==> src/rtl/i2c_fe_pkg.sv <==
`timescale 1ns/1ps
package i2c_fe_pkg;

  typedef struct packed {
    logic start;
    logic rstart;
    logic stop;
    logic bit_vld;
    logic bit_val;
  } bus_evt_t;

  function automatic int unsigned ns_to_cyc(int unsigned ns, int unsigned per);
    int unsigned c;
    c = (ns + per - 1) / per;
    return (c < 1) ? 1 : c;
  endfunction

endpackage

==> src/rtl/i2c_spike_filter.sv <==
`timescale 1ns/1ps
module i2c_spike_filter #(
  parameter int unsigned FILT_CYC    = 7,
  parameter int unsigned SYNC_STAGES = 2
) (
  input  logic clk_i,
  input  logic rst_ni,
  input  logic line_i,
  output logic line_o
);
  localparam int unsigned CW = $clog2(FILT_CYC + 1);

  logic [SYNC_STAGES-1:0] sync_q;
  logic [CW-1:0]          cnt_q;
  logic                   filt_q;
  logic                   samp;

  assign samp   = sync_q[SYNC_STAGES-1];
  assign line_o = filt_q;

  always_ff @(posedge clk_i or negedge rst_ni) begin
    if (!rst_ni) begin
      sync_q <= '1;
      cnt_q  <= '0;
      filt_q <= 1'b1;
    end else begin
      sync_q <= {sync_q[SYNC_STAGES-2:0], line_i};
      if (samp == filt_q) begin
        cnt_q <= '0;
      end else if (cnt_q == CW'(FILT_CYC - 1)) begin
        // level persisted for FILT_CYC samples
        filt_q <= samp;
        cnt_q  <= '0;
      end else begin
        cnt_q <= cnt_q + 1'b1;
      end
    end
  end
endmodule

==> src/rtl/i2c_cond_detect.sv <==
`timescale 1ns/1ps
module i2c_cond_detect
  import i2c_fe_pkg::*;
#(
  parameter int unsigned IDLE_CYC = 163
) (
  input  logic     clk_i,
  input  logic     rst_ni,
  input  logic     scl_i,
  input  logic     sda_i,
  output bus_evt_t evt_o,
  output logic     busy_o,
  output logic     free_o
);
  localparam int unsigned IW = $clog2(IDLE_CYC + 1);

  logic          prev_scl_q, prev_sda_q, busy_q;
  logic [IW-1:0] idle_q;
  logic          start, stop, rise;

  assign start = scl_i & prev_scl_q & prev_sda_q & ~sda_i;
  assign stop  = scl_i & prev_scl_q & ~prev_sda_q & sda_i;
  assign rise  = scl_i & ~prev_scl_q;

  assign evt_o.start   = start;
  assign evt_o.rstart  = start & busy_q;
  assign evt_o.stop    = stop;
  assign evt_o.bit_vld = rise & busy_q;
  assign evt_o.bit_val = sda_i;

  assign busy_o = busy_q;
  assign free_o = (idle_q == IW'(IDLE_CYC)) & ~busy_q;

  always_ff @(posedge clk_i or negedge rst_ni) begin
    if (!rst_ni) begin
      prev_scl_q <= 1'b1;
      prev_sda_q <= 1'b1;
      busy_q     <= 1'b0;
      idle_q     <= '0;
    end else begin
      prev_scl_q <= scl_i;
      prev_sda_q <= sda_i;
      if (start)     busy_q <= 1'b1;
      else if (stop) busy_q <= 1'b0;
      if (busy_q | start | ~scl_i | ~sda_i) idle_q <= '0;
      else if (idle_q != IW'(IDLE_CYC))     idle_q <= idle_q + 1'b1;
    end
  end
endmodule

==> src/rtl/i2c_sda_hold_drv.sv <==
`timescale 1ns/1ps
module i2c_sda_hold_drv #(
  parameter int unsigned HOLD_CYC = 38
) (
  input  logic clk_i,
  input  logic rst_ni,
  input  logic scl_i,
  input  logic busy_i,
  input  logic tx_en_i,
  input  logic tx_bit_i,
  output logic sda_oe_o
);
  localparam int unsigned HW = $clog2(HOLD_CYC + 2);

  logic          prev_scl_q, oe_q, fall, want;
  logic [HW-1:0] hold_q;

  assign fall     = prev_scl_q & ~scl_i;
  assign want     = tx_en_i & ~tx_bit_i;
  assign sda_oe_o = oe_q;

  always_ff @(posedge clk_i or negedge rst_ni) begin
    if (!rst_ni) begin
      prev_scl_q <= 1'b1;
      hold_q     <= '0;
      oe_q       <= 1'b0;
    end else begin
      prev_scl_q <= scl_i;
      if (fall)               hold_q <= HW'(HOLD_CYC);
      else if (hold_q != '0)  hold_q <= hold_q - 1'b1;
      if (!busy_i)                                  oe_q <= 1'b0;
      else if (!fall && hold_q == '0 && !scl_i)     oe_q <= want;
    end
  end
endmodule

==> src/rtl/i2c_bus_front.sv <==
`timescale 1ns/1ps
module i2c_bus_front
  import i2c_fe_pkg::*;
#(
  parameter int unsigned CLK_PERIOD_NS = 8,
  parameter int unsigned SPIKE_NS      = 50,
  parameter int unsigned HOLD_NS       = 300,
  parameter int unsigned IDLE_NS       = 1300,
  parameter int unsigned SYNC_STAGES   = 2
) (
  input  logic clk_i,
  input  logic rst_ni,
  input  logic scl_i,
  input  logic sda_i,
  input  logic tx_en_i,
  input  logic tx_bit_i,
  output logic sda_oe_o,
  output logic scl_o,
  output logic sda_o,
  output logic start_o,
  output logic rep_start_o,
  output logic stop_o,
  output logic bit_valid_o,
  output logic bit_o,
  output logic bus_busy_o,
  output logic bus_free_o
);
  localparam int unsigned FILT_CYC = ns_to_cyc(SPIKE_NS, CLK_PERIOD_NS);
  localparam int unsigned HOLD_CYC = ns_to_cyc(HOLD_NS, CLK_PERIOD_NS);
  localparam int unsigned IDLE_CYC = ns_to_cyc(IDLE_NS, CLK_PERIOD_NS);

  logic [1:0] raw, filt;
  bus_evt_t   evt;
  logic       busy;

  assign raw = {scl_i, sda_i};

  for (genvar g = 0; g < 2; g++) begin : g_line
    i2c_spike_filter #(
      .FILT_CYC   (FILT_CYC),
      .SYNC_STAGES(SYNC_STAGES)
    ) i_filt (
      .clk_i (clk_i),
      .rst_ni(rst_ni),
      .line_i(raw[g]),
      .line_o(filt[g])
    );
  end

  i2c_cond_detect #(.IDLE_CYC(IDLE_CYC)) i_det (
    .clk_i (clk_i),
    .rst_ni(rst_ni),
    .scl_i (filt[1]),
    .sda_i (filt[0]),
    .evt_o (evt),
    .busy_o(busy),
    .free_o(bus_free_o)
  );

  i2c_sda_hold_drv #(.HOLD_CYC(HOLD_CYC)) i_drv (
    .clk_i   (clk_i),
    .rst_ni  (rst_ni),
    .scl_i   (filt[1]),
    .busy_i  (busy),
    .tx_en_i (tx_en_i),
    .tx_bit_i(tx_bit_i),
    .sda_oe_o(sda_oe_o)
  );

  assign scl_o       = filt[1];
  assign sda_o       = filt[0];
  assign start_o     = evt.start;
  assign rep_start_o = evt.rstart;
  assign stop_o      = evt.stop;
  assign bit_valid_o = evt.bit_vld;
  assign bit_o       = evt.bit_val;
  assign bus_busy_o  = busy;
endmodule

==> config.mk <==
export PLATFORM = sky130hd
export DESIGN_NAME = i2c_bus_front
export DESIGN_NICKNAME = d
export VERILOG_FILES = /design/src/rtl/i2c_fe_pkg.sv /design/src/rtl/i2c_spike_filter.sv /design/src/rtl/i2c_cond_detect.sv /design/src/rtl/i2c_sda_hold_drv.sv /design/src/rtl/i2c_bus_front.sv
export SDC_FILE = /design/constraint.sdc
export NUM_CORES = 1
export LEC_CHECK = 0
export BUFFER_PORTS_ARGS = -buffer_cell sky130_fd_sc_hd__buf_2
export CELL_PAD_IN_SITES_DETAIL_PLACEMENT = 0
export CELL_PAD_IN_SITES_GLOBAL_PLACEMENT = 1
export CORE_ASPECT_RATIO = 1.25
export CORE_UTILIZATION = 45
export DETAILED_ROUTE_END_ITERATION = 8
export PLACE_DENSITY_LB_ADDON = 0.1
export RECOVER_POWER = 50
export SLEW_MARGIN = 0
export SYNTH_ARGS = -nofsm -noshare
export SYNTH_HDL_FRONTEND = slang
export SYNTH_HIERARCHICAL = 1
export SYNTH_SLANG_ARGS = --single-unit
==> constraint.sdc <==
create_clock -name clk_i -period 2 [get_ports clk_i]
set_input_delay 0.3 -clock clk_i [delete_from_list [all_inputs] [get_ports clk_i]]
set_output_delay 0.3 -clock clk_i [all_outputs]
set_load 0.01 [all_outputs]
======== Word-level counts from Yosys, hierarchy flattened ========
Cells that the tools add are included.
storage, ports and cells
  word-level logic and storage cells ...... 68
  output and inout port bits .............. 10
  bits in registers ....................... 30
cells by class
  reductions and logical operators ........ 11
  equal/unequal tests ..................... 7
  bitwise operators ....................... 22
  add/subtract/negate cells ............... 4
  muxes and demuxes ....................... 12
operators by type and width
  operator             number
  $mux 8               2
  $mux 3               4
  $mux 6               2
  $and 1x1->1          11
  $add 8x1->8 const B  1
  $eq 8x8->1 const B   1
  $ne 8x8->1 const B   1
  $not 1->1            8
  $add 3x1->3 const B  2
  $eq 3x3->1 const B   2
  $logic_not 6->1      1
  $reduce_bool 2->1    3
  $reduce_bool 6->1    1
  $sub 6x1->6 const B  1
  $mux 1               4
  $reduce_and 2->1     2
  $or 1x1->1           3
  $eq 1x1->1           2
  $logic_and 1x1->1    2
  $logic_not 1->1      2
  $ne 2x1->1 const B   1

======== Logic depth before layout (Yosys ltp) ========
  word-level depth ........................ 7
  depth in mapped cells ................... 5
  depth with buffers taken out ............ 5

======== By module ========
The synthesis kept the hierarchy.
by module, submodules not included
  module            area each (µm²)  seq. area each (µm²)  cells each  times used
  i2c_cond_detect   588.1            277.8                 59          1
  i2c_spike_filter  227.7            153.9                 16          2
  i2c_sda_hold_drv  426.7            201.4                 44          1

======== Least setup slack after synthesis ========
OpenSTA, ideal clock, no wires.
  kind .................................... reg2reg
  from .................................... register i_drv.hold_q[0]
  to ...................................... register i_drv.oe_q, in the netlist i_drv/sda_oe_o
  path buffers ............................ 0
  data arrival time ....................... 1.454 ns
  slack ................................... 0.467 ns
  cell stages (with the launch flop) ...... 6
  library setup time ...................... 0.079 ns
  path through ............................ dfrtp_1 -> inv_1 -> ha_1 -> or3b_4 -> nor4_1 -> mux2i_1
on the way
  cells in the longest elaborated chain, start to end .. 4
RTL lines
  item                            RTL line                RTL
  start, declared                 i2c_sda_hold_drv.sv:16  logic [HW-1:0] hold_q;
  start signal, assigned          i2c_sda_hold_drv.sv:29  if (fall) hold_q <= HW'(HOLD_CYC);
  start signal, assigned          i2c_sda_hold_drv.sv:30  else if (hold_q != '0) hold_q <= hold_q - 1'b1;
  $logic_not 6->1                 i2c_sda_hold_drv.sv:32  else if (!fall && hold_q == '0 && !scl_i) oe_q <= want;
  $logic_and 1x1->1 (2 in a row)  i2c_sda_hold_drv.sv:32
  $ne 2x1->1 (no source line)     -
  end signal, assigned            i2c_sda_hold_drv.sv:32
  end, declared                   i2c_sda_hold_drv.sv:15  logic prev_scl_q, oe_q, fall, want;
Every way passes these cells.
A chain may end at the register's enable or synchronous reset.

======== Worst setup path in the final report ========
  from .................................... register i_det.idle_q[0]
  to ...................................... output port bus_free_o
on the way
  cells in the longest elaborated chain, start to end .. 2
RTL lines
  item                    RTL line               RTL
  start, declared         i2c_cond_detect.sv:18  logic [IW-1:0] idle_q;
  start signal, assigned  i2c_cond_detect.sv:46  else if (idle_q != IW'(IDLE_CYC)) idle_q <= idle_q + 1'b1;
  $eq 8x8->1              i2c_cond_detect.sv:32  assign free_o = (idle_q == IW'(IDLE_CYC)) & ~busy_q;
  $and 1x1->1             i2c_cond_detect.sv:32
  end, declared           i2c_bus_front.sv:26    output logic bus_free_o
Every way passes these cells.

==> out/metrics.cfg <==
[die]
die_area_um2 = 3500
die-width_um = 53.1
rows = 22
top_level_ports = 16
start_util_pct = 48.6
core_um2 = 3030
die_h_um = 65.9

[setup_path]
cp_data_arrival_time_ps = 1530
worstPathRequired_ps = 1700
slowest_delay_ps = 440
setup.worst_path.start_class = flop
critical_path.slowest_cell = dfrtp_1
crit-reg2reg-launch = i_drv/hold_q[0]$_DFFE_PN0P_
rrSetupSlack_ps = 370
crit_path_end_kind = output port
reg2reg_to = i_drv/sda_oe_o$_DFFE_PN0P_
worstPathMaxFanout = 6
critPathLaunch = i_det/idle_q[0]$_DFFE_PN0P_
crit_chain = ha_2, nand4b_1, nor3_1, buf_2
ff2ff_path_depth = 5
critPathKind = reg2out

[logic_synthesis]
yosys_warnings = 6
synth_compound_area_share_pct = 10.8
yosysTopAreaCell = dfrtp_1
syn_nets = 144
ys.flop_type = dfrtp_1
synth-edff-count = 0
synthMuxAreaShare_pct = 2.21
async_flop_share_pct = 100
synth_area_leaders = dfrtp_1, dfstp_2, a21oi_1, ha_1, nand2b_1
netlist_area_um2 = 1470
synth.most_common_cell = dfrtp_1
ys_seq_elements = 31
synthTopCellsByCount = dfrtp_1, a21oi_1, dfstp_2
synth.distinct_cells = 40
yosysSeqAreaShare_pct = 53.5
avgSynthCellArea_um2 = 10.9
synth_fa_ha_area_share_pct = 2.55
syn_inst = 135
synth-xor-area-share_pct = 2.38
synth_top_area_share_pct = 37.4
synth_simple_gate_area_share_pct = 25.7
synth_top_family_by_area = simple AND/OR/NAND/NOR gates

[run_status]
violations = capacitance limit, slew limit
outcome = finished with violations

[clocking]
htreeDepth = 2
clock_path_buffers = 2
numCtsBuffers = 5
clk_latency_ps = 330
clk_pin_slew_ps = 90
cts_tree = yes
cts.sinks = 31
root_buffer = clkbuf_4

[drt]
drt_pass1_iterations = 4
detail-route-antenna-nets = 0
drt_drc_violations_left = 0
via_per_inst = 5.48
wl_per_cell_um = 13.6
drtIter0Drc = 16
totalWireLength_mm = 2.62
num_vias = 1057

[hold_path]
min-delay-start = scl_i
whs_endpoint = g_line[1].i_filt/sync_q[0]$_DFF_PN1_
min-delay-path-class = in2reg
worstHoldPathCells = 1

[sta]
slew_headroom_pct = -6.56
setup_tns_ps = 0
slew_viol_final = 32
rsz0062_at_grt = false
post-route-min-period_ps = 1830
skew_ps = 16.1
fmaxAchievable_mhz = 545
setup_violations = 0
tightest_slew_ps = 1600
fin_crit_sh_pct = 91.7
hold_violations = 0

[power_and_ir_drop]
irDropWorstVdd_mv = 0.586
leakage_nw = 0.727
power_mw = 1.79
powerDensity_nw_per_um2 = 1090

[placement]
post-dp-hpwl_mm = 1.79
gp_congestion = 0.791
io_buffers = 15

[final_layout]
area_delta_synth_final_pct = 11.8
n_antenna_cell = 0
drive_gt1_share_pct = 24.8
final_nets = 165
fillCellCount = 288

[global_routing]
antenna_found_initial = 0
grt_pass1_wl_mm = 4.62
grt_max_degree = 32
grt_pass1_vias = 1026
gr-total-overflow = 0
grt.total_usage_pct = 18.6

[run]
drv_cap = 1

kinds of logic after synthesis:
group	Yosys count
xor gates and xnor gates	4
DFF	31
buffers and inverters	8
and+or+nand+nor	59
adders and majority gates	3
muxes	3
AOI/OAI and AO/OA	27
area by class of cell:
class / count / area (um2) / area share (%)
clock buffers: 7 / 55.1 / 3.35
flip-flops and latches: 31 / 787 / 47.9
inverters: 5 / 18.8 / 1.14
clock inverters: 1 / 5.00 / 0.304
well taps: 36 / 45.0 / 2.74
repair buffers: 17 / 88.8 / 5.40
multi-input cells: 96 / 644 / 39.2
metrics by stage:
step	setup WS [ps]	instance area, um2	std cells	hold slack (ps)	utilization, %
final	166	1640	193	66.5	54.3
after global routing	33.4	1640	193	34.8	54.3
after CTS	119	1640	193	1.43	54.3
after detailed placement	369	1580	184	348	52.0
after global placement	414	1580	184	347	52.0
after floorplan	467	1470	135	4.41	-
flip-flops by register name, indices dropped and copies added, names as in the netlist:
signal	cells
i_drv/sda_oe_o	1
i_det/prev_sda_q	1
i_det/prev_scl_q	1
i_det/idle_q	8
i_det/busy_o	1
i_drv/prev_scl_q	1
g_line.i_filt/sync_q	4
g_line.i_filt/cnt_q	6
i_drv/hold_q	6
g_line.i_filt/line_o	2
per-layer routing:
| layer | global-route usage [%] | up-vias | routed length (um) |
|---|---|---|---|
| met1 | 23.2 | 503 | 1210 |
| met3 | 6.21 | 5 | 104 |
| li1 | - | 526 | - |
| met2 | 29.4 | 23 | 1260 |
| met4 | 6.91 | 0 | 48 |
| met5 | 0 | - | 0 |
power by group:
part | leakage [nW] | internal (mW) | switching, mW
clock network | 0.0353 | 0.170 | 0.207
registers | 0.384 | 0.783 | 0.150
logic | 0.307 | 0.239 | 0.241
worst max-delay path, delay by kind of cell (launching register included):
| kind | cells | cell delay [ps] |
|---|---|---|
| adder cells (fa/ha/maj) | 1 | 260 |
| buffers and inverters | 1 | 150 |
| flip-flops | 1 | 440 |
| AND/OR/NAND/NOR | 2 | 360 |
worst max-delay path by stage:
stage                                             to  slack (ps)
after floorplan           i_drv/sda_oe_o$_DFFE_PN0P_         470
after global placement    i_drv/sda_oe_o$_DFFE_PN0P_         410
after detailed placement                 rep_start_o         370
after CTS                                 bus_free_o         120
after global routing                      bus_free_o          30
final                                     bus_free_o         170
repair_timing:
item,in CTS,in global routing
setup endpoints to repair,1,1
setup buffers,1,0
resized for setup,0,1
hold buffers,0,0
cells in the final DEF (no fill, tap or decap), drive strengths merged, types with 3 or more instances in the layout:
cell / count
buf: 16
clkbuf: 8
nor3: 7
nand2: 7
ha: 3
dfrtp: 22
a21oi: 11
nor2: 6
o21ai: 7
nand2b: 6
or3: 3
nand3b: 6
nand3: 4
nor3b: 3
or3b: 3
dfstp: 9
inv: 5
Power figures use the tool's default switching activity.
